$ cat src/rtl/dual_timer_pkg.sv
package dual_timer_pkg;
  localparam logic [2:0] REG_CTRL = 3'd0;
  localparam logic [2:0] REG_STAT = 3'd1;
  localparam logic [2:0] REG_CMPA = 3'd2;
  localparam logic [2:0] REG_CMPB = 3'd3;
  localparam logic [2:0] REG_CNT  = 3'd4;
  localparam logic [2:0] REG_EXT  = 3'd5;

  localparam logic [2:0] CKS_OFF   = 3'd0;
  localparam logic [2:0] CKS_CHAIN = 3'd7;

  typedef enum logic [1:0] {CLR_NONE, CLR_CMPA, CLR_CMPB, CLR_EXT} clr_mode_e;
  typedef enum logic [1:0] {EXT_OFF, EXT_RISE, EXT_FALL, EXT_BOTH} ext_mode_e;

  // prescaler bit whose falling edge serves a clock select code
  function automatic int tap_index(input int ch, input logic [2:0] code);
    int idx;
    case (code)
      3'd1:    idx = 2;
      3'd2:    idx = 0;
      3'd3:    idx = 5;
      3'd4:    idx = (ch == 0) ? 4 : 6;
      3'd5:    idx = 9;
      3'd6:    idx = (ch == 0) ? 7 : 10;
      default: idx = 0;
    endcase
    return idx;
  endfunction
endpackage

$ cat src/rtl/dual_timer_prescaler.sv
module dual_timer_prescaler #(
  parameter int PRE_W = 11
) (
  input  logic             clk_i,
  input  logic             rst_ni,
  output logic [PRE_W-1:0] fall_o
);
  logic [PRE_W-1:0] cnt_q, prev_q;

  always_ff @(posedge clk_i or negedge rst_ni) begin
    if (!rst_ni) begin
      cnt_q  <= '0;
      prev_q <= '0;
    end else begin
      cnt_q  <= cnt_q + 1'b1;
      prev_q <= cnt_q;
    end
  end

  assign fall_o = prev_q & ~cnt_q;
endmodule

$ cat src/rtl/dual_timer_edge_sync.sv
module dual_timer_edge_sync #(
  parameter int STAGES = 2
) (
  input  logic clk_i,
  input  logic rst_ni,
  input  logic in_i,
  output logic rise_o,
  output logic fall_o
);
  logic [STAGES-1:0] sync_q;
  logic              prev_q;

  always_ff @(posedge clk_i or negedge rst_ni) begin
    if (!rst_ni) begin
      sync_q <= '0;
      prev_q <= 1'b0;
    end else begin
      sync_q <= {sync_q[STAGES-2:0], in_i};
      prev_q <= sync_q[STAGES-1];
    end
  end

  assign rise_o = sync_q[STAGES-1] & ~prev_q;
  assign fall_o = ~sync_q[STAGES-1] & prev_q;
endmodule

$ cat src/rtl/dual_timer_channel.sv
module dual_timer_channel
  import dual_timer_pkg::*;
#(
  parameter int CH_ID = 0,
  parameter int CNT_W = 8,
  parameter int PRE_W = 11
) (
  input  logic             clk_i,
  input  logic             rst_ni,
  input  logic             wr_i,
  input  logic             rd_i,
  input  logic [2:0]       reg_i,
  input  logic [CNT_W-1:0] wdata_i,
  output logic [CNT_W-1:0] rdata_o,
  input  logic [PRE_W-1:0] tick_i,
  input  logic             ext_rise_i,
  input  logic             ext_fall_i,
  input  logic             ext_rst_i,
  input  logic             chain_evt_i,
  input  logic             hold_i,
  output logic             chain_sel_o,
  output logic             ovf_evt_o,
  output logic             cmpa_evt_o,
  output logic [CNT_W-1:0] cnt_o,
  output logic [7:0]       ctrl_o,
  output logic [1:0]       ext_o,
  output logic [2:0]       flags_o,
  output logic [2:0]       irq_o
);
  localparam int TAP_W = $clog2(PRE_W);

  logic [7:0]       ctrl_q;
  logic [CNT_W-1:0] cmpa_q, cmpb_q, cnt_q, cnt_d;
  logic [2:0]       flags_q, armed_q, evt, flag_clr;
  ext_mode_e        ext_q;
  logic             ma_q, mb_q;
  logic             match_a, match_b, cmpa_evt, cmpb_evt;
  logic             src_evt, clr_hit, wr_cnt, wr_stat, rd_stat;
  logic [TAP_W-1:0] tap_sel;
  logic [2:0]       cks;
  clr_mode_e        clr_mode;

  assign cks      = ctrl_q[2:0];
  assign clr_mode = clr_mode_e'(ctrl_q[4:3]);
  assign tap_sel  = TAP_W'(tap_index(CH_ID, cks));

  assign wr_cnt  = wr_i && (reg_i == REG_CNT);
  assign wr_stat = wr_i && (reg_i == REG_STAT);
  assign rd_stat = rd_i && (reg_i == REG_STAT);

  always_comb begin
    src_evt = 1'b0;
    unique case (ext_q)
      EXT_RISE: src_evt = ext_rise_i;
      EXT_FALL: src_evt = ext_fall_i;
      EXT_BOTH: src_evt = ext_rise_i | ext_fall_i;
      default: begin
        if (cks == CKS_CHAIN)    src_evt = chain_evt_i & ~hold_i;
        else if (cks != CKS_OFF) src_evt = tick_i[tap_sel];
      end
    endcase
  end

  assign chain_sel_o = (ext_q == EXT_OFF) && (cks == CKS_CHAIN);

  // compare events fire once when equality is reached
  assign match_a  = (cnt_q == cmpa_q);
  assign match_b  = (cnt_q == cmpb_q);
  assign cmpa_evt = match_a & ~ma_q;
  assign cmpb_evt = match_b & ~mb_q;

  always_comb begin
    unique case (clr_mode)
      CLR_CMPA: clr_hit = cmpa_evt;
      CLR_CMPB: clr_hit = cmpb_evt;
      CLR_EXT:  clr_hit = ext_rst_i;
      default:  clr_hit = 1'b0;
    endcase
  end

  assign ovf_evt_o = src_evt & ~clr_hit & ~wr_cnt & (&cnt_q);

  always_comb begin
    cnt_d = cnt_q;
    if (wr_cnt)       cnt_d = wdata_i;
    else if (clr_hit) cnt_d = '0;
    else if (src_evt) cnt_d = cnt_q + 1'b1;
  end

  assign evt      = {cmpb_evt, cmpa_evt, ovf_evt_o};
  assign flag_clr = {3{wr_stat}} & ~wdata_i[7:5] & armed_q;

  always_ff @(posedge clk_i or negedge rst_ni) begin
    if (!rst_ni) begin
      ctrl_q  <= '0;
      cmpa_q  <= '0;
      cmpb_q  <= '0;
      cnt_q   <= '0;
      ext_q   <= EXT_OFF;
      flags_q <= '0;
      armed_q <= '0;
      ma_q    <= 1'b1;
      mb_q    <= 1'b1;
    end else begin
      if (wr_i && reg_i == REG_CTRL) ctrl_q <= wdata_i[7:0];
      if (wr_i && reg_i == REG_CMPA) cmpa_q <= wdata_i;
      if (wr_i && reg_i == REG_CMPB) cmpb_q <= wdata_i;
      if (wr_i && reg_i == REG_EXT)  ext_q  <= ext_mode_e'(wdata_i[1:0]);
      cnt_q   <= cnt_d;
      flags_q <= evt | (flags_q & ~flag_clr);
      armed_q <= (armed_q & ~flag_clr) | ({3{rd_stat}} & flags_q);
      ma_q    <= match_a;
      mb_q    <= match_b;
    end
  end

  always_comb begin
    rdata_o = '0;
    case (reg_i)
      REG_CTRL: rdata_o = CNT_W'(ctrl_q);
      REG_STAT: rdata_o = CNT_W'({flags_q, 5'b0});
      REG_CMPA: rdata_o = cmpa_q;
      REG_CMPB: rdata_o = cmpb_q;
      REG_CNT:  rdata_o = cnt_q;
      REG_EXT:  rdata_o = CNT_W'(ext_q);
      default:  rdata_o = '0;
    endcase
  end

  assign cmpa_evt_o = cmpa_evt;
  assign cnt_o      = cnt_q;
  assign ctrl_o     = ctrl_q;
  assign ext_o      = ext_q;
  assign flags_o    = flags_q;
  assign irq_o      = flags_q & ctrl_q[7:5];
endmodule

$ cat src/rtl/dual_timer.sv
module dual_timer #(
  parameter int CNT_W       = 8,
  parameter int PRE_W       = 11,
  parameter int SYNC_STAGES = 2
) (
  input  logic             clk_i,
  input  logic             rst_ni,
  input  logic             wr_en_i,
  input  logic             rd_en_i,
  input  logic [3:0]       addr_i,
  input  logic [CNT_W-1:0] wdata_i,
  output logic [CNT_W-1:0] rdata_o,
  input  logic             ext_clk_i,
  input  logic             ext_rst_i,
  output logic [1:0]       irq_cmpa_o,
  output logic [1:0]       irq_cmpb_o,
  output logic [1:0]       irq_ovf_o
);
  localparam int N_PINS = 2;

  logic [PRE_W-1:0]  tick;
  logic [N_PINS-1:0] pin_in, pin_rise, pin_fall;

  dual_timer_prescaler #(.PRE_W(PRE_W)) u_pre (
    .clk_i(clk_i), .rst_ni(rst_ni), .fall_o(tick)
  );

  // pin 0: external clock, pin 1: external reset
  assign pin_in = {ext_rst_i, ext_clk_i};

  for (genvar p = 0; p < N_PINS; p++) begin : g_pin
    dual_timer_edge_sync #(.STAGES(SYNC_STAGES)) u_sync (
      .clk_i(clk_i), .rst_ni(rst_ni), .in_i(pin_in[p]),
      .rise_o(pin_rise[p]), .fall_o(pin_fall[p])
    );
  end

  logic             sel0, sel1, hold;
  logic             ovf_evt0, ovf_evt1, cmpa_evt0, cmpa_evt1;
  logic [CNT_W-1:0] rd0, rd1, cnt0_w, cnt1_w;
  logic [7:0]       ctrl0_w, ctrl1_w;
  logic [1:0]       ext0_w, ext1_w;
  logic [2:0]       flags0_w, flags1_w, irq0, irq1;

  // mutual chaining would starve both counters
  assign hold = sel0 & sel1;

  dual_timer_channel #(.CH_ID(0), .CNT_W(CNT_W), .PRE_W(PRE_W)) u_ch0 (
    .clk_i(clk_i), .rst_ni(rst_ni),
    .wr_i(wr_en_i & ~addr_i[3]), .rd_i(rd_en_i & ~addr_i[3]),
    .reg_i(addr_i[2:0]), .wdata_i(wdata_i), .rdata_o(rd0),
    .tick_i(tick), .ext_rise_i(pin_rise[0]), .ext_fall_i(pin_fall[0]),
    .ext_rst_i(pin_rise[1]), .chain_evt_i(ovf_evt1), .hold_i(hold),
    .chain_sel_o(sel0), .ovf_evt_o(ovf_evt0), .cmpa_evt_o(cmpa_evt0),
    .cnt_o(cnt0_w), .ctrl_o(ctrl0_w), .ext_o(ext0_w), .flags_o(flags0_w),
    .irq_o(irq0)
  );

  dual_timer_channel #(.CH_ID(1), .CNT_W(CNT_W), .PRE_W(PRE_W)) u_ch1 (
    .clk_i(clk_i), .rst_ni(rst_ni),
    .wr_i(wr_en_i & addr_i[3]), .rd_i(rd_en_i & addr_i[3]),
    .reg_i(addr_i[2:0]), .wdata_i(wdata_i), .rdata_o(rd1),
    .tick_i(tick), .ext_rise_i(pin_rise[0]), .ext_fall_i(pin_fall[0]),
    .ext_rst_i(pin_rise[1]), .chain_evt_i(cmpa_evt0), .hold_i(hold),
    .chain_sel_o(sel1), .ovf_evt_o(ovf_evt1), .cmpa_evt_o(cmpa_evt1),
    .cnt_o(cnt1_w), .ctrl_o(ctrl1_w), .ext_o(ext1_w), .flags_o(flags1_w),
    .irq_o(irq1)
  );

  assign rdata_o    = addr_i[3] ? rd1 : rd0;
  assign irq_cmpb_o = {irq1[2], irq0[2]};
  assign irq_cmpa_o = {irq1[1], irq0[1]};
  assign irq_ovf_o  = {irq1[0], irq0[0]};
endmodule

$ cat config.mk
export PLATFORM = sky130hd
export DESIGN_NAME = dual_timer
export DESIGN_NICKNAME = d
export VERILOG_FILES = /design/src/rtl/dual_timer_pkg.sv /design/src/rtl/dual_timer_prescaler.sv /design/src/rtl/dual_timer_edge_sync.sv /design/src/rtl/dual_timer_channel.sv /design/src/rtl/dual_timer.sv
export SDC_FILE = /design/constraint.sdc
export NUM_CORES = 1
export LEC_CHECK = 0
export ABC_AREA = 1
export BUFFER_PORTS_ARGS = -buffer_cell sky130_fd_sc_hd__clkbuf_2
export CAP_MARGIN = 5
export CORE_MARGIN = 1.5
export CORE_UTILIZATION = 50
export CTS_CLUSTER_SIZE = 12
export DETAILED_ROUTE_END_ITERATION = 8
export GPL_TIMING_DRIVEN = 1
export PLACE_DENSITY = 0.67
export SETUP_SLACK_MARGIN = 0.05
export SYNTH_ARGS = -nofsm -noshare
export SYNTH_HDL_FRONTEND = slang
export SYNTH_HIERARCHICAL = 1
export SYNTH_SLANG_ARGS = --single-unit
$ cat constraint.sdc
create_clock -name clk_i -period 2.49 [get_ports clk_i]
set_input_delay 0.1245 -clock clk_i [delete_from_list [all_inputs] [get_ports clk_i]]
set_output_delay 0.1245 -clock clk_i [all_outputs]
set_load 0.02 [all_outputs]
== After elaboration in Yosys (flattened, before gate mapping) ==
Index checks and enable logic that the tools add are counted.

* Add/subtract/negate cells: 3
* Order comparisons: 2
* Eq/ne operators: 33
* Mux-type cells: 23
* Bitwise gates (word level): 55
* Reduce and logical (&&, ||, !) cells: 25

{| class="wikitable"
|+ Operators with widths
! operator !! count
|-
| one-hot mux 8 bit (6 select lines) || 2
|-
| two-way mux 8 bit || 7
|-
| one-hot mux 4 bit (5 select lines) || 2
|-
| bitwise AND 3 bit || 12
|-
| equality test 8 bit || 4
|-
| equality test 3 bit (second input constant) || 10
|-
| bitwise AND 1 bit || 20
|-
| adder 8 x 1 -> 8 bit (second input constant) || 2
|-
| equality test 2 bit (second input constant) || 8
|-
| logical AND 1 bit || 16
|-
| AND reduction 8 bit || 2
|-
| NOT 1 bit || 13
|-
| equality test 3 x 2 -> 1 bit (second input constant) || 4
|-
| bitwise OR 3 bit || 4
|-
| one-hot mux 1 bit (3 select lines) || 4
|-
| nonzero test 3 bit || 4
|-
| adder 11 x 1 -> 11 bit (second input constant) || 1
|-
| bitwise AND 11 bit || 1
|-
| NOT 11 bit || 1
|-
| < comparator 4 x 5 -> 1 bit (second input constant) || 2
|-
| equality test 3 x 1 -> 1 bit (second input constant) || 3
|-
| NOT 3 bit || 3
|-
| binary-select mux 1 bit (select 4 bit) || 2
|-
| equality test 2 x 1 -> 1 bit (second input constant) || 4
|-
| other kinds (4) || 10
|}

* Register bits after elaboration: 112
* Input bits: 18
* Output and inout bits: 14
* Logic and storage cells: 165

== Logic depth before layout (Yosys ltp) ==
Gate-level depths: netlist of the first run.

* Depth after elaboration: 17
* Gate-level depth with buffers: 21
* Mapped depth without buffers: 21

== Hierarchy ==
Netlist of the first run, hierarchy kept.

{| class="wikitable"
|+ Modules (own cells, without submodules)
! module !! times used !! cells an instance !! area an instance (sq um) !! seq. area each (sq um)
|-
| dual_timer_channel at u_ch1 || 1 || 359 || 2693.8 || 1053.5
|-
| dual_timer_channel at u_ch0 || 1 || 356 || 2665.1 || 1053.5
|-
| dual_timer_prescaler || 1 || 92 || 880.8 || 550.5
|-
| dual_timer_edge_sync || 2 || 7 || 90.1 || 75.1
|-
| dual_timer || 1 || 36 || 142.6 || 0.0
|}

== Worst setup path after synthesis of the first run ==
No wires, ideal clock.

* Kind: reg-to-reg
* From: register u_ch0.ctrl_q[2] (netlist: u_ch0/ctrl_o[2])
* To: register u_ch0.cnt_q[0] (netlist: u_ch0/cnt_o[0])
* Setup time: 0.118 ns
* Arrival time: 1.848 ns
* Required time: 2.372 ns
* Slack: 0.523 ns
* Cell stages (with the launch flop): 20
* Buffers on the path: 0
* Period minus slack after synthesis: 1.967 ns
* Path through: dfrtp_1 -> inv_2 -> nor3_1 -> inv_1 -> nor3_1 -> nand2_1 -> inv_1 -> nor2_1 -> nand2_1 -> nand2_1 -> nand2_4 -> nand2_1 -> nand2_1 -> inv_1 -> nand2_1 -> nand2_2 -> nand2_4 -> nand3_4 -> nand2_1 -> nand2_1

* Longest elaborated chain between the ends: 14
* Elaborated cells on any way between the ends: 24
* Classes of those cells: eq/ne: 6; mux: 8; bitwise: 7; reduce/logical: 3

{| class="wikitable"
|+ RTL lines
! item !! line !! RTL
|-
| start: declaration || dual_timer_channel.sv:32 || <nowiki>logic [7:0] ctrl_q;</nowiki>
|-
| start signal: assignment || dual_timer_channel.sv:105 || <nowiki>if (wr_i && reg_i == REG_CTRL) ctrl_q <= wdata_i[7:0];</nowiki>
|-
| equality test 3 bit || dual_timer_channel.sv:64 || <nowiki>assign chain_sel_o = (ext_q == EXT_OFF) && (cks == CKS_CHAIN);</nowiki>
|-
| logical AND 1 bit || dual_timer_channel.sv:64 ||
|-
| named net sel0 || dual_timer.sv:38 || <nowiki>logic sel0, sel1, hold;</nowiki>
|-
| bitwise AND 1 bit || dual_timer.sv:46 || <nowiki>assign hold = sel0 & sel1;</nowiki>
|-
| named net hold || dual_timer.sv:38 ||
|-
| NOT 1 bit || dual_timer_channel.sv:58 || <nowiki>if (cks == CKS_CHAIN) src_evt = chain_evt_i & ~hold_i;</nowiki>
|-
| bitwise AND 1 bit || dual_timer_channel.sv:58 ||
|-
| two-way mux 1 bit || dual_timer_channel.sv:58 ||
|-
| one-hot mux 1 bit (3 select lines) || dual_timer_channel.sv:53 || <nowiki>unique case (ext_q)</nowiki>
|-
| bitwise AND 1 bit (3 in a row) || dual_timer_channel.sv:81 || <nowiki>assign ovf_evt_o = src_evt & ~clr_hit & ~wr_cnt & (&cnt_q);</nowiki>
|-
| named net ovf_evt1 || dual_timer.sv:39 || <nowiki>logic ovf_evt0, ovf_evt1, cmpa_evt0, cmpa_evt1;</nowiki>
|-
| bitwise AND 1 bit || dual_timer_channel.sv:58 ||
|-
| two-way mux 1 bit || dual_timer_channel.sv:58 ||
|-
| one-hot mux 1 bit (3 select lines) || dual_timer_channel.sv:53 ||
|-
| nonzero test 3 bit (no source line) || - ||
|-
| end signal: assignment || dual_timer_channel.sv:109 || <nowiki>cnt_q <= cnt_d;</nowiki>
|-
| end: declaration || dual_timer_channel.sv:33 || <nowiki>logic [CNT_W-1:0] cmpa_q, cmpb_q, cnt_q, cnt_d;</nowiki>
|}

The timed path passes the listed nets, and every way through them passes these cells. The select of a mux whose other input is x is not followed.
A chain may end at the register's enable or synchronous reset.

== Final worst setup path of the first run ==
* From: register u_ch0.cnt_q[7] (netlist: u_ch0/cnt_o[7])
* To: register u_ch0.cnt_q[0] (netlist: u_ch0/cnt_o[0])

* Longest elaborated chain between the ends: 12
* Elaborated cells on any way between the ends: 17
* Classes of those cells: eq/ne: 2; mux: 7; bitwise: 7; reduce/logical: 1

{| class="wikitable"
|+ RTL lines
! item !! line !! RTL
|-
| equality test 8 bit || dual_timer_channel.sv:67 || <nowiki>assign match_a = (cnt_q == cmpa_q);</nowiki>
|-
| bitwise AND 1 bit || dual_timer_channel.sv:69 || <nowiki>assign cmpa_evt = match_a & ~ma_q;</nowiki>
|-
| named net cmpa_evt0 || dual_timer.sv:39 ||
|-
| bitwise AND 1 bit || dual_timer_channel.sv:58 ||
|-
| two-way mux 1 bit || dual_timer_channel.sv:58 ||
|-
| one-hot mux 1 bit (3 select lines) || dual_timer_channel.sv:53 ||
|-
| bitwise AND 1 bit (3 in a row) || dual_timer_channel.sv:81 ||
|-
| named net ovf_evt1 || dual_timer.sv:39 ||
|-
| bitwise AND 1 bit || dual_timer_channel.sv:58 ||
|-
| two-way mux 1 bit || dual_timer_channel.sv:58 ||
|-
| one-hot mux 1 bit (3 select lines) || dual_timer_channel.sv:53 ||
|-
| nonzero test 3 bit (no source line) || - ||
|}

The timed path passes the listed nets, and every way through them passes these cells.

==> results of run 1 <==
==> metrics by stage <==
stage                     total power [uW]  instances  util [%]  hold slack, ns
after global placement                4497       1047     53.84          0.1985
after CTS                             6025       1066     56.40          0.1019
after global routing                  6531       1078     57.40          0.1252
after floorplan                       4072        853         -         -0.1711
final                                 6128       1078     57.40          0.1041
after detailed placement              4552       1047     53.84          0.2070
==> path summary, 6_finish.rpt <==
path                                      startpoint                   endpoint  cells after the start
max                                   u_ch0/cnt_o[7]             u_ch0/cnt_o[0]                     18
min reg2reg                g_pin[1].u_sync/sync_q[0]  g_pin[1].u_sync/sync_q[1]                      0
min in group asynchronous                     rst_ni            u_ch1/cmpb_q[5]                      2
max in group asynchronous                     rst_ni                 u_ch0/mb_q                      3
min                                       wdata_i[3]            u_ch1/cmpb_q[3]                      3
max reg2reg                           u_ch0/cnt_o[7]             u_ch0/cnt_o[0]                     18
==> per-layer routing <==
metal / vias up / track usage, % / part of all wire [%] / routed length, um
met5: - / 0 / 0 / 0
li1: 2811 / - / - / -
met4: 0 / 8.796 / 2.5 / 417
met3: 34 / 4.912 / 5.1 / 852
met1: 2703 / 32.69 / 45 / 7430
met2: 181 / 40.99 / 48 / 7917
==> report_power, final <==
group	total (uW)	internal, uW	switching [uW]	leakage [uW]
Sequential	2610	2180	432	0.00140
Clock	1460	784	675	0.000139
Combinational	2060	825	1240	0.00223
Total	6130	3790	2340	0.00376
==> flip-flops by register name, summed over array words and instances, names as in the netlist <==
| name | flops |
|---|---|
| u_ch1/cmpa_q | 8 |
| u_ch0/ext_o | 2 |
| u_ch0/flags_o | 3 |
| u_pre/cnt_q | 11 |
| u_ch0/ma_q | 1 |
| u_ch1/armed_q | 3 |
| u_ch0/cmpa_q | 8 |
| u_ch0/armed_q | 3 |
| u_ch1/ma_q | 1 |
| u_ch1/flags_o | 3 |
| u_pre/prev_q | 11 |
| u_ch0/mb_q | 1 |
| g_pin.u_sync/sync_q | 4 |
| u_ch0/cmpb_q | 8 |
| u_ch1/mb_q | 1 |
| u_ch1/ctrl_o | 8 |
| u_ch0/ctrl_o | 8 |
| u_ch0/cnt_o | 8 |
| u_ch1/cmpb_q | 8 |
| u_ch1/ext_o | 2 |
| g_pin.u_sync/prev_q | 2 |
| u_ch1/cnt_o | 8 |
==> timing repair <==
item                                   in CTS  in global routing
hold buffers                                3                  0
endpoints found under the hold margin      52                  0
setup endpoints to repair                   0                  9
buffers inserted                            0                 11
resized for setup                           0                 11
==> worst max-delay path, cell delays in order (launching register included) <==
cell and delay, ns:
dfrtp_1 0.44, inv_2 0.08, nand2_1 0.06, nand4_1 0.12, nor2_2 0.14, nand4_1 0.20, inv_1 0.13, nand2_1 0.06
nand2_1 0.10, nand2_4 0.08, nand2_1 0.06, nand2_1 0.10, inv_1 0.07, nand2_1 0.06, nand2_2 0.13, nand2_4 0.11
nand3_4 0.12, nand2_1 0.07, nand2_1 0.06
==> layout make-up <==
cell class	count	share of cell area [%]
multi-input combinational	605	43.30
clock inverter	6	0.9253
clock buffer	10	3.136
inverter	118	6.066
timing repair buffer	55	5.072
sequential	112	38.55
tap	172	2.947
==> impl_metrics.env, run 1 <==
export IMPL_outcome="finished clean"
export IMPL_globalplace_congestion=0.8896
export IMPL_finalCriticalPeriod_ns=2.265
export IMPL_initial_core_util_pct=51.47
export IMPL_syn_cell_area_um2=6548
export IMPL_mostFrequentLayoutCell="nand2_1"
export IMPL_period_share_pct=90.95
export IMPL_start_kind="register"
export IMPL_cts_tree="done"
export IMPL_ir_worst_vdd_mv=0.3776
export IMPL_overflow=0
export IMPL_drc_errors=0
export IMPL_stdcell_area_um2=7302
export IMPL_routed_wl_um=16620
export IMPL_portBuffers=31
export IMPL_tightest_slew_ns=0.6723
export IMPL_slew_headroom_pct=55.18
export IMPL_yosys_warnings=6
export IMPL_rsz0062_at_grt="no"
export IMPL_fmax_ghz=0.4416
export IMPL_area_delta_synth_final_pct=11.52
export IMPL_setup_viol=0
export IMPL_place_area_um2=6849
export IMPL_viasPerCell=5.314
export IMPL_clk_path_buf_depth=2
export IMPL_layout_common_cells="297 x nand2_1, 104 x inv_1, 102 x dfrtp_1, 51 x nor2_1, 37 x o21ai_0"
export IMPL_drt_iter0_drc=483
export IMPL_vias=5729
export IMPL_fin_ws_ns=0.2254
export IMPL_nets=922
export IMPL_clock_skew_ns=0.009882
export IMPL_end_kind="register"
export IMPL_hold_path_class="primary input to register"
export IMPL_cp_required_ns=2.79
export IMPL_regToRegSetupSlack_ns=0.23
export IMPL_rows=41
export IMPL_clk_pin_slew_worst_paths_ns=0.08
export IMPL_pre_cts_slack_ns=0.1907
export IMPL_critical_path_arrival_ns=2.56
export IMPL_worst_skew_pair_late_latency_ns=0.36
export IMPL_power_density_nw_per_um2=839.2
export IMPL_die_area_um2=13790
export IMPL_ant_nets=0
export IMPL_syn_inst=853
export IMPL_grt_pass1_vias=5610
export IMPL_coreArea_um2=12720
export IMPL_track_usage_pct=24.87
export IMPL_crit_type="register to register"
export IMPL_htree_levels=3
export IMPL_fp_dieH_um=117.4
export IMPL_diodes=0
export IMPL_dp_hpwl_um=12280
export IMPL_hold_viol_final=0
export IMPL_fin_setup_tns_ns=0
export IMPL_synth_fp_nets=874
export IMPL_multi_input_area_um2=3162
export IMPL_wl_per_cell_um=15.42
export IMPL_maxCapViolCount=0
export IMPL_grt_pass1_wl_um=27390
export IMPL_maxSlewViolCount=0
export IMPL_die_w_um=117.4
export IMPL_cts_sinks=112
export IMPL_grt_start_max_net_pins=62
export IMPL_pin_count=32
export IMPL_syn_area_per_cell_um2=7.676
export IMPL_cts_inserted_buffers=9
export IMPL_first_pass_iters=5
export IMPL_root_buffer="clkbuf_16"
export IMPL_drive_above_1_share_pct=15.45
export IMPL_crit_path_max_fanout=8
export IMPL_final_seq_area_um2=2815
export IMPL_p_leak_uw=0.003763
export IMPL_grt_antenna_before_repair=0
export IMPL_fill_cells=1260
No activity file was read; power rests on OpenSTA's default activity.
==> run 2, diff against run 1 <==
CORE_ASPECT_RATIO = 0.9   (was unset)
==> impl_metrics.env, run 2 (synthesis results as in run 1) <==
export IMPL_end_kind="register"
export IMPL_cts_inserted_buffers=9
export IMPL_worst_skew_pair_late_latency_ns=0.36
export IMPL_clock_skew_ns=0.01022
export IMPL_cpMaxStageDelayCell="dfrtp_1"
export IMPL_fmax_ghz=0.4480
export IMPL_htree_levels=3
export IMPL_maxCapViolCount=0
export IMPL_rows=39
export IMPL_r2r_start="u_ch1/cnt_o[1]"
export IMPL_fp_dieH_um=111.6
export IMPL_die_w_um=123.6
export IMPL_pwr_share_clk_pct=24.2
export IMPL_layout_common_cells="299 x nand2_1, 104 x inv_1, 104 x dfrtp_1, 52 x nor2_1, 37 x o21ai_0"
export IMPL_viasPerCell=5.151
export IMPL_crit_cells=15
export IMPL_globalplace_congestion=0.8636
export IMPL_crit_path_max_fanout=10
export IMPL_ant_nets=0
export IMPL_start_kind="register"
export IMPL_place_area_um2=6847
export IMPL_wl_per_cell_um=14.99
export IMPL_clk_pin_slew_worst_paths_ns=0.07
export IMPL_setup_viol=0
export IMPL_fin_setup_tns_ns=0
export IMPL_track_usage_pct=25.03
export IMPL_area_delta_synth_final_pct=10.70
export IMPL_worst_r2r_endpoint="u_ch0/cnt_o[0]"
export IMPL_drt_iter0_drc=371
export IMPL_regToRegSetupSlack_ns=0.26
export IMPL_first_pass_iters=4
export IMPL_grt_pass1_vias=5325
export IMPL_p_leak_uw=0.003739
export IMPL_stdcell_area_um2=7248
export IMPL_outcome="finished clean"
export IMPL_cts_tree="done"
export IMPL_power_switching_uw=2309
export IMPL_ff2ff_path_depth=15
export IMPL_routed_wl_um=16000
export IMPL_grt_antenna_before_repair=0
export IMPL_crit_start="u_ch1/cnt_o[1]"
export IMPL_dp_hpwl_um=11890
export IMPL_instances_no_fill=1067
export IMPL_die_area_um2=13790
export IMPL_clk_path_buf_depth=2
export IMPL_crit_path_frequent_cell="nand2_1"
export IMPL_grt_pass1_wl_um=26910
export IMPL_crit_type="register to register"
export IMPL_vias=5496
export IMPL_path_cells="ha_1 > nand2_1 > nor2_1 > nand3_1 > nor2_1 > nand2_1 > nor3_1 > nand2_1 > inv_1 > nand2_1 > nand2_2 > nand2_8 > nand3_4 > nand2_1 > nand2_1"
export IMPL_hold_path_class="primary input to register"
export IMPL_cp_top_family="simple AND/OR/NAND/NOR gates"
export IMPL_portBuffers=31
export IMPL_reg_top3="u_pre/cnt_q: 11 flops, u_pre/prev_q: 11 flops"
export IMPL_pin_count=32
export IMPL_tightest_slew_ns=0.6816
export IMPL_comb_power_share_pct=32.9
export IMPL_power_internal_uw=3756
export IMPL_power_density_nw_per_um2=836.6
export IMPL_final_seq_area_um2=2813
export IMPL_nets=919
export IMPL_cp_endpoint="u_ch0/cnt_o[0]"
export IMPL_cts_sinks=112
export IMPL_slew_headroom_pct=54.31
export IMPL_crit_buf_inv=1
export IMPL_hold_viol_final=0
export IMPL_grt_start_max_net_pins=46
export IMPL_finalCriticalPeriod_ns=2.232
export IMPL_fill_cells=1236
export IMPL_initial_core_util_pct=51.41
export IMPL_drive_above_1_share_pct=14.51
export IMPL_power_frac_seq_pct=43.0
export IMPL_p_sw_share_pct=38.07
export IMPL_ir_worst_vdd_mv=0.3737
export IMPL_place_inst=1040
export IMPL_mostFrequentLayoutCell="nand2_1"
export IMPL_diodes=0
export IMPL_period_share_pct=89.65
export IMPL_rsz0062_at_grt="no"
export IMPL_holdWs_ns=0.1093
export IMPL_cp_required_ns=2.79
export IMPL_critPathMaxStageDelay_ns=0.46
export IMPL_maxSlewViolCount=0
export IMPL_critical_path_arrival_ns=2.53
export IMPL_root_buffer="clkbuf_16"
export IMPL_drc_errors=0
export IMPL_coreArea_um2=12740
export IMPL_multi_input_area_um2=3147
export IMPL_overflow=0
==> run 2: cell types whose count changed in the layout (fill, tap and decap cells not counted), moves of 2 or more <==
| cell | before | now |
|---|---|---|
| nand2_2 | 14 | 11 |
| nor3_2 | 5 | 3 |
| dfrtp_2 | 6 | 4 |
| dfrtp_1 | 102 | 104 |
| nand2_1 | 297 | 299 |
| nor3_1 | 5 | 7 |
==> run 2: worst min-delay path, stage by stage <==
cell and delay, ns:
clkbuf_2 0.13, inv_1 0.11, o21ai_1 0.07
==> run 2: layout make-up <==
class                           count  share of cell area (%)
Multi-Input combinational cell    604                   43.41
Clock inverter                      7                   1.001
Clock buffer                        9                   3.107
Timing Repair Buffer               53                   4.730
Sequential cell                   112                   38.81
Tap cell                          164                   2.831
Inverter                          118                   6.111
==> run 2: power groups by stage <==
| stage | Sequential (uW) | Clock, uW | Combinational (uW) |
|---|---|---|---|
| after detailed placement | 2630 | 0 | 1910 |
| after global placement | 2640 | 0 | 1890 |
| final | 2610 | 1470 | 1990 |
| after floorplan | 2450 | 0 | 1630 |
| after global routing | 2660 | 1550 | 2280 |
| after CTS | 2600 | 1500 | 1920 |
==> run 2: what timing repair did <==
action | 4_1_cts | 5_1_grt
gates resized for setup | 0 | 5
hold buffers | 3 | 0
endpoints found under the setup margin | 0 | 9
setup buffers | 0 | 8
endpoints found under the hold margin | 30 | 0
==> run 2: how the worst min path moves through the flow <==
stage | cells after the start | end | startpoint | slack (ns)
floorplan | 0 | g_pin[0].u_sync/prev_q | rst_ni | -0.17
global placement | 1 | u_ch1/ctrl_o[7] | rst_ni | 0.09
detailed placement | 1 | u_ch1/ctrl_o[7] | rst_ni | 0.09
CTS | 5 | u_ch0/armed_q[0] | rd_en_i | 0.10
global route | 3 | u_ch0/ctrl_o[3] | wdata_i[3] | 0.11
finish | 3 | u_ch0/ctrl_o[3] | wdata_i[3] | 0.11
==> run 2: per-layer routing <==
metal | global-route usage, % | wire length (um) | part of all wire, % | vias to the layer above
met1 | 34.85 | 7697 | 48 | 2559
met5 | 0 | 0 | 0 | -
met3 | 4.457 | 653 | 4.1 | 22
li1 | - | - | - | 2801
met4 | 7.663 | 301 | 1.9 | 0
met2 | 39.71 | 7344 | 46 | 114
==> run 2: stage by stage <==
stage	setup slack, ns	power, uW	utilization (%)
6_report	0.2577	6064	56.91
3_5_place_dp	0.2443	4540	53.76
4_1_cts	0.2235	6026	56.33
5_1_grt	0.04880	6492	56.91
3_3_place_gp	0.3048	4528	53.76
2_1_floorplan	0.5234	4072	-
==> run 3, diff against run 2 <==
==> constraint.sdc (replaced) <==
create_clock -name clk_i -period 2.49 [get_ports clk_i]
set_input_delay 0 -clock clk_i [delete_from_list [all_inputs] [get_ports clk_i]]
set_output_delay 0 -clock clk_i [all_outputs]
set_load 0.02 [all_outputs]
==> impl_metrics.env, run 3 (synthesis results as in run 1) <==
export IMPL_die_w_um=123.6
export IMPL_clk_path_buf_depth=2
export IMPL_track_usage_pct=24.45
export IMPL_setup_viol=0
export IMPL_reg_top3="u_pre/cnt_q: 11 flops, u_pre/prev_q: 11 flops"
export IMPL_outcome="finished clean"
export IMPL_area_delta_synth_final_pct=12.55
export IMPL_grt_start_max_net_pins=59
export IMPL_cts_inserted_buffers=9
export IMPL_drt_iter0_drc=406
export IMPL_end_kind="register"
export IMPL_globalplace_congestion=0.8915
export IMPL_grtUsageMet1_pct=34.55
export IMPL_start_kind="register"
export IMPL_maxSlewViolCount=0
export IMPL_cts_tree="done"
export IMPL_period_share_pct=90.25
export IMPL_critical_path_arrival_ns=2.54
export IMPL_grt_pass1_vias=5304
export IMPL_path_cells="inv_2 > nand2_1 > nand4_1 > nor2_2 > nand4_1 > inv_1 > nand2_1 > nand2_1 > nand2_4 > nand2_1 > nand2_1 > inv_1 > nand2_1 > nand2_2 > nand2_4 > nand3_4 > nand2_1 > nand2_1"
export IMPL_viasPerCell=5.239
export IMPL_power_density_nw_per_um2=849.5
export IMPL_critPathMaxStageDelay_ns=0.42
export IMPL_crit_path_frequent_cell="nand2_1"
export IMPL_grt_antenna_before_repair=0
export IMPL_rsz0062_at_grt="no"
export IMPL_busiest_layer="met2"
export IMPL_first_pass_iters=5
export IMPL_fmax_ghz=0.4450
export IMPL_routed_wl_um=16170
export IMPL_layout_common_cells="295 x nand2_1, 104 x inv_1, 99 x dfrtp_1, 51 x nor2_1, 37 x o21ai_0"
export IMPL_dp_hpwl_um=11850
export IMPL_fp_dieH_um=111.6
export IMPL_htree_levels=3
export IMPL_clock_skew_ns=0.006855
export IMPL_drive_above_1_share_pct=16.23
export IMPL_grt_util_met3_pct=4.816
export IMPL_ir_worst_vdd_mv=0.5663
export IMPL_place_area_um2=6847
export IMPL_finalCriticalPeriod_ns=2.247
export IMPL_grt_pass1_wl_um=26230
export IMPL_root_buffer="clkbuf_16"
export IMPL_hold_path_class="primary input to register"
export IMPL_clk_pin_slew_worst_paths_ns=0.07
export IMPL_rows=39
export IMPL_p_leak_uw=0.003790
export IMPL_slew_headroom_pct=47.38
export IMPL_worst_skew_pair_late_latency_ns=0.35
export IMPL_crit_path_max_fanout=10
export IMPL_fin_setup_tns_ns=0
export IMPL_hold_viol_final=0
export IMPL_holdWs_ns=0.004041
export IMPL_pin_count=32
export IMPL_nets=928
export IMPL_crit_buf_inv=3
export IMPL_vias=5637
export IMPL_cts_sinks=112
export IMPL_maxCapViolCount=0
export IMPL_power_uw=6261
export IMPL_crit_type="register to register"
export IMPL_wl_per_cell_um=15.02
export IMPL_tightest_slew_ns=0.7893
export IMPL_coreArea_um2=12740
export IMPL_mostFrequentLayoutCell="nand2_1"
export IMPL_cpMaxStageDelayCell="dfrtp_2"
export IMPL_initial_core_util_pct=51.41
export IMPL_drc_errors=0
export IMPL_portBuffers=31
export IMPL_stdcell_area_um2=7370
export IMPL_cp_top_family="simple AND/OR/NAND/NOR gates"
export IMPL_diodes=0
export IMPL_met2_usage_pct=37.16
export IMPL_overflow=0
export IMPL_cp_required_ns=2.79
export IMPL_die_area_um2=13790
export IMPL_ant_nets=0
-- run 3: cell count changes in the layout (fill, tap and decap cells not counted), moves of 4 or more --
cell           previous run  this run
buf_4                    19        23
dfrtp_1                 104        99
nand2_2                  11        16
nand2_1                 299       295
dfrtp_2                   4         9
dlygate4sd3_1             3         7
-- run 3: per-stage QoR --
stage / worst slack (ns) / std cells / utilization, %
global placement: 0.3139 / 1040 / 53.76
detailed placement: 0.2411 / 1040 / 53.76
CTS: 0.1935 / 1063 / 56.83
global route: 0.03020 / 1076 / 57.86
floorplan: 0.5234 / 853 / -
finish: 0.2427 / 1076 / 57.86
-- run 3: power by group --
part / switching [uW] / internal (uW)
Clock: 669 / 882
Combinational: 1250 / 865
Sequential: 416 / 2180
-- run 3: repair_timing --
action                     CTS  global route
hold buffers                 7             0
gates resized for setup      0            17
setup endpoints to repair    0             9
hold endpoints to repair    64             0
buffers inserted             0            12
-- run 3: worst paths after layout --
kind                                      startpoint  slack [ns]                   endpoint  depth (start not counted)
min reg2reg                g_pin[0].u_sync/sync_q[0]        0.35  g_pin[0].u_sync/sync_q[1]                          0
min                                       wdata_i[2]       0.004            u_ch0/cmpa_q[2]                          3
max in group asynchronous                     rst_ni        1.45                 u_ch0/mb_q                          3
max                                   u_ch0/cnt_o[7]        0.24             u_ch0/cnt_o[6]                         18
min in group asynchronous                     rst_ni        0.26            u_ch1/ctrl_o[7]                          2
max reg2reg                           u_ch0/cnt_o[7]        0.24             u_ch0/cnt_o[6]                         18
-- run 3: routing by layer --
metal	wire length, um	vias up
met2	7387	159
li1	-	2819
met3	859	26
met1	7539	2633
met5	0	-
met4	379	0
-- run 3: final cells by class --
class / instances / area, um^2
Clock inverter: 7 / 96.34
Tap cell: 164 / 205.2
Timing Repair Buffer: 61 / 412.9
Multi-Input combinational cell: 605 / 3166
Sequential cell: 112 / 2819
Inverter: 118 / 445.4
Fill cell: 1207 / 5366
Clock buffer: 9 / 225.2
-- run 3: worst min-delay path: cells and delay by family --
| family | cells | cell delay, ns |
|---|---|---|
| compound gates | 1 | 0.08 |
| buf+inv | 2 | 0.24 |
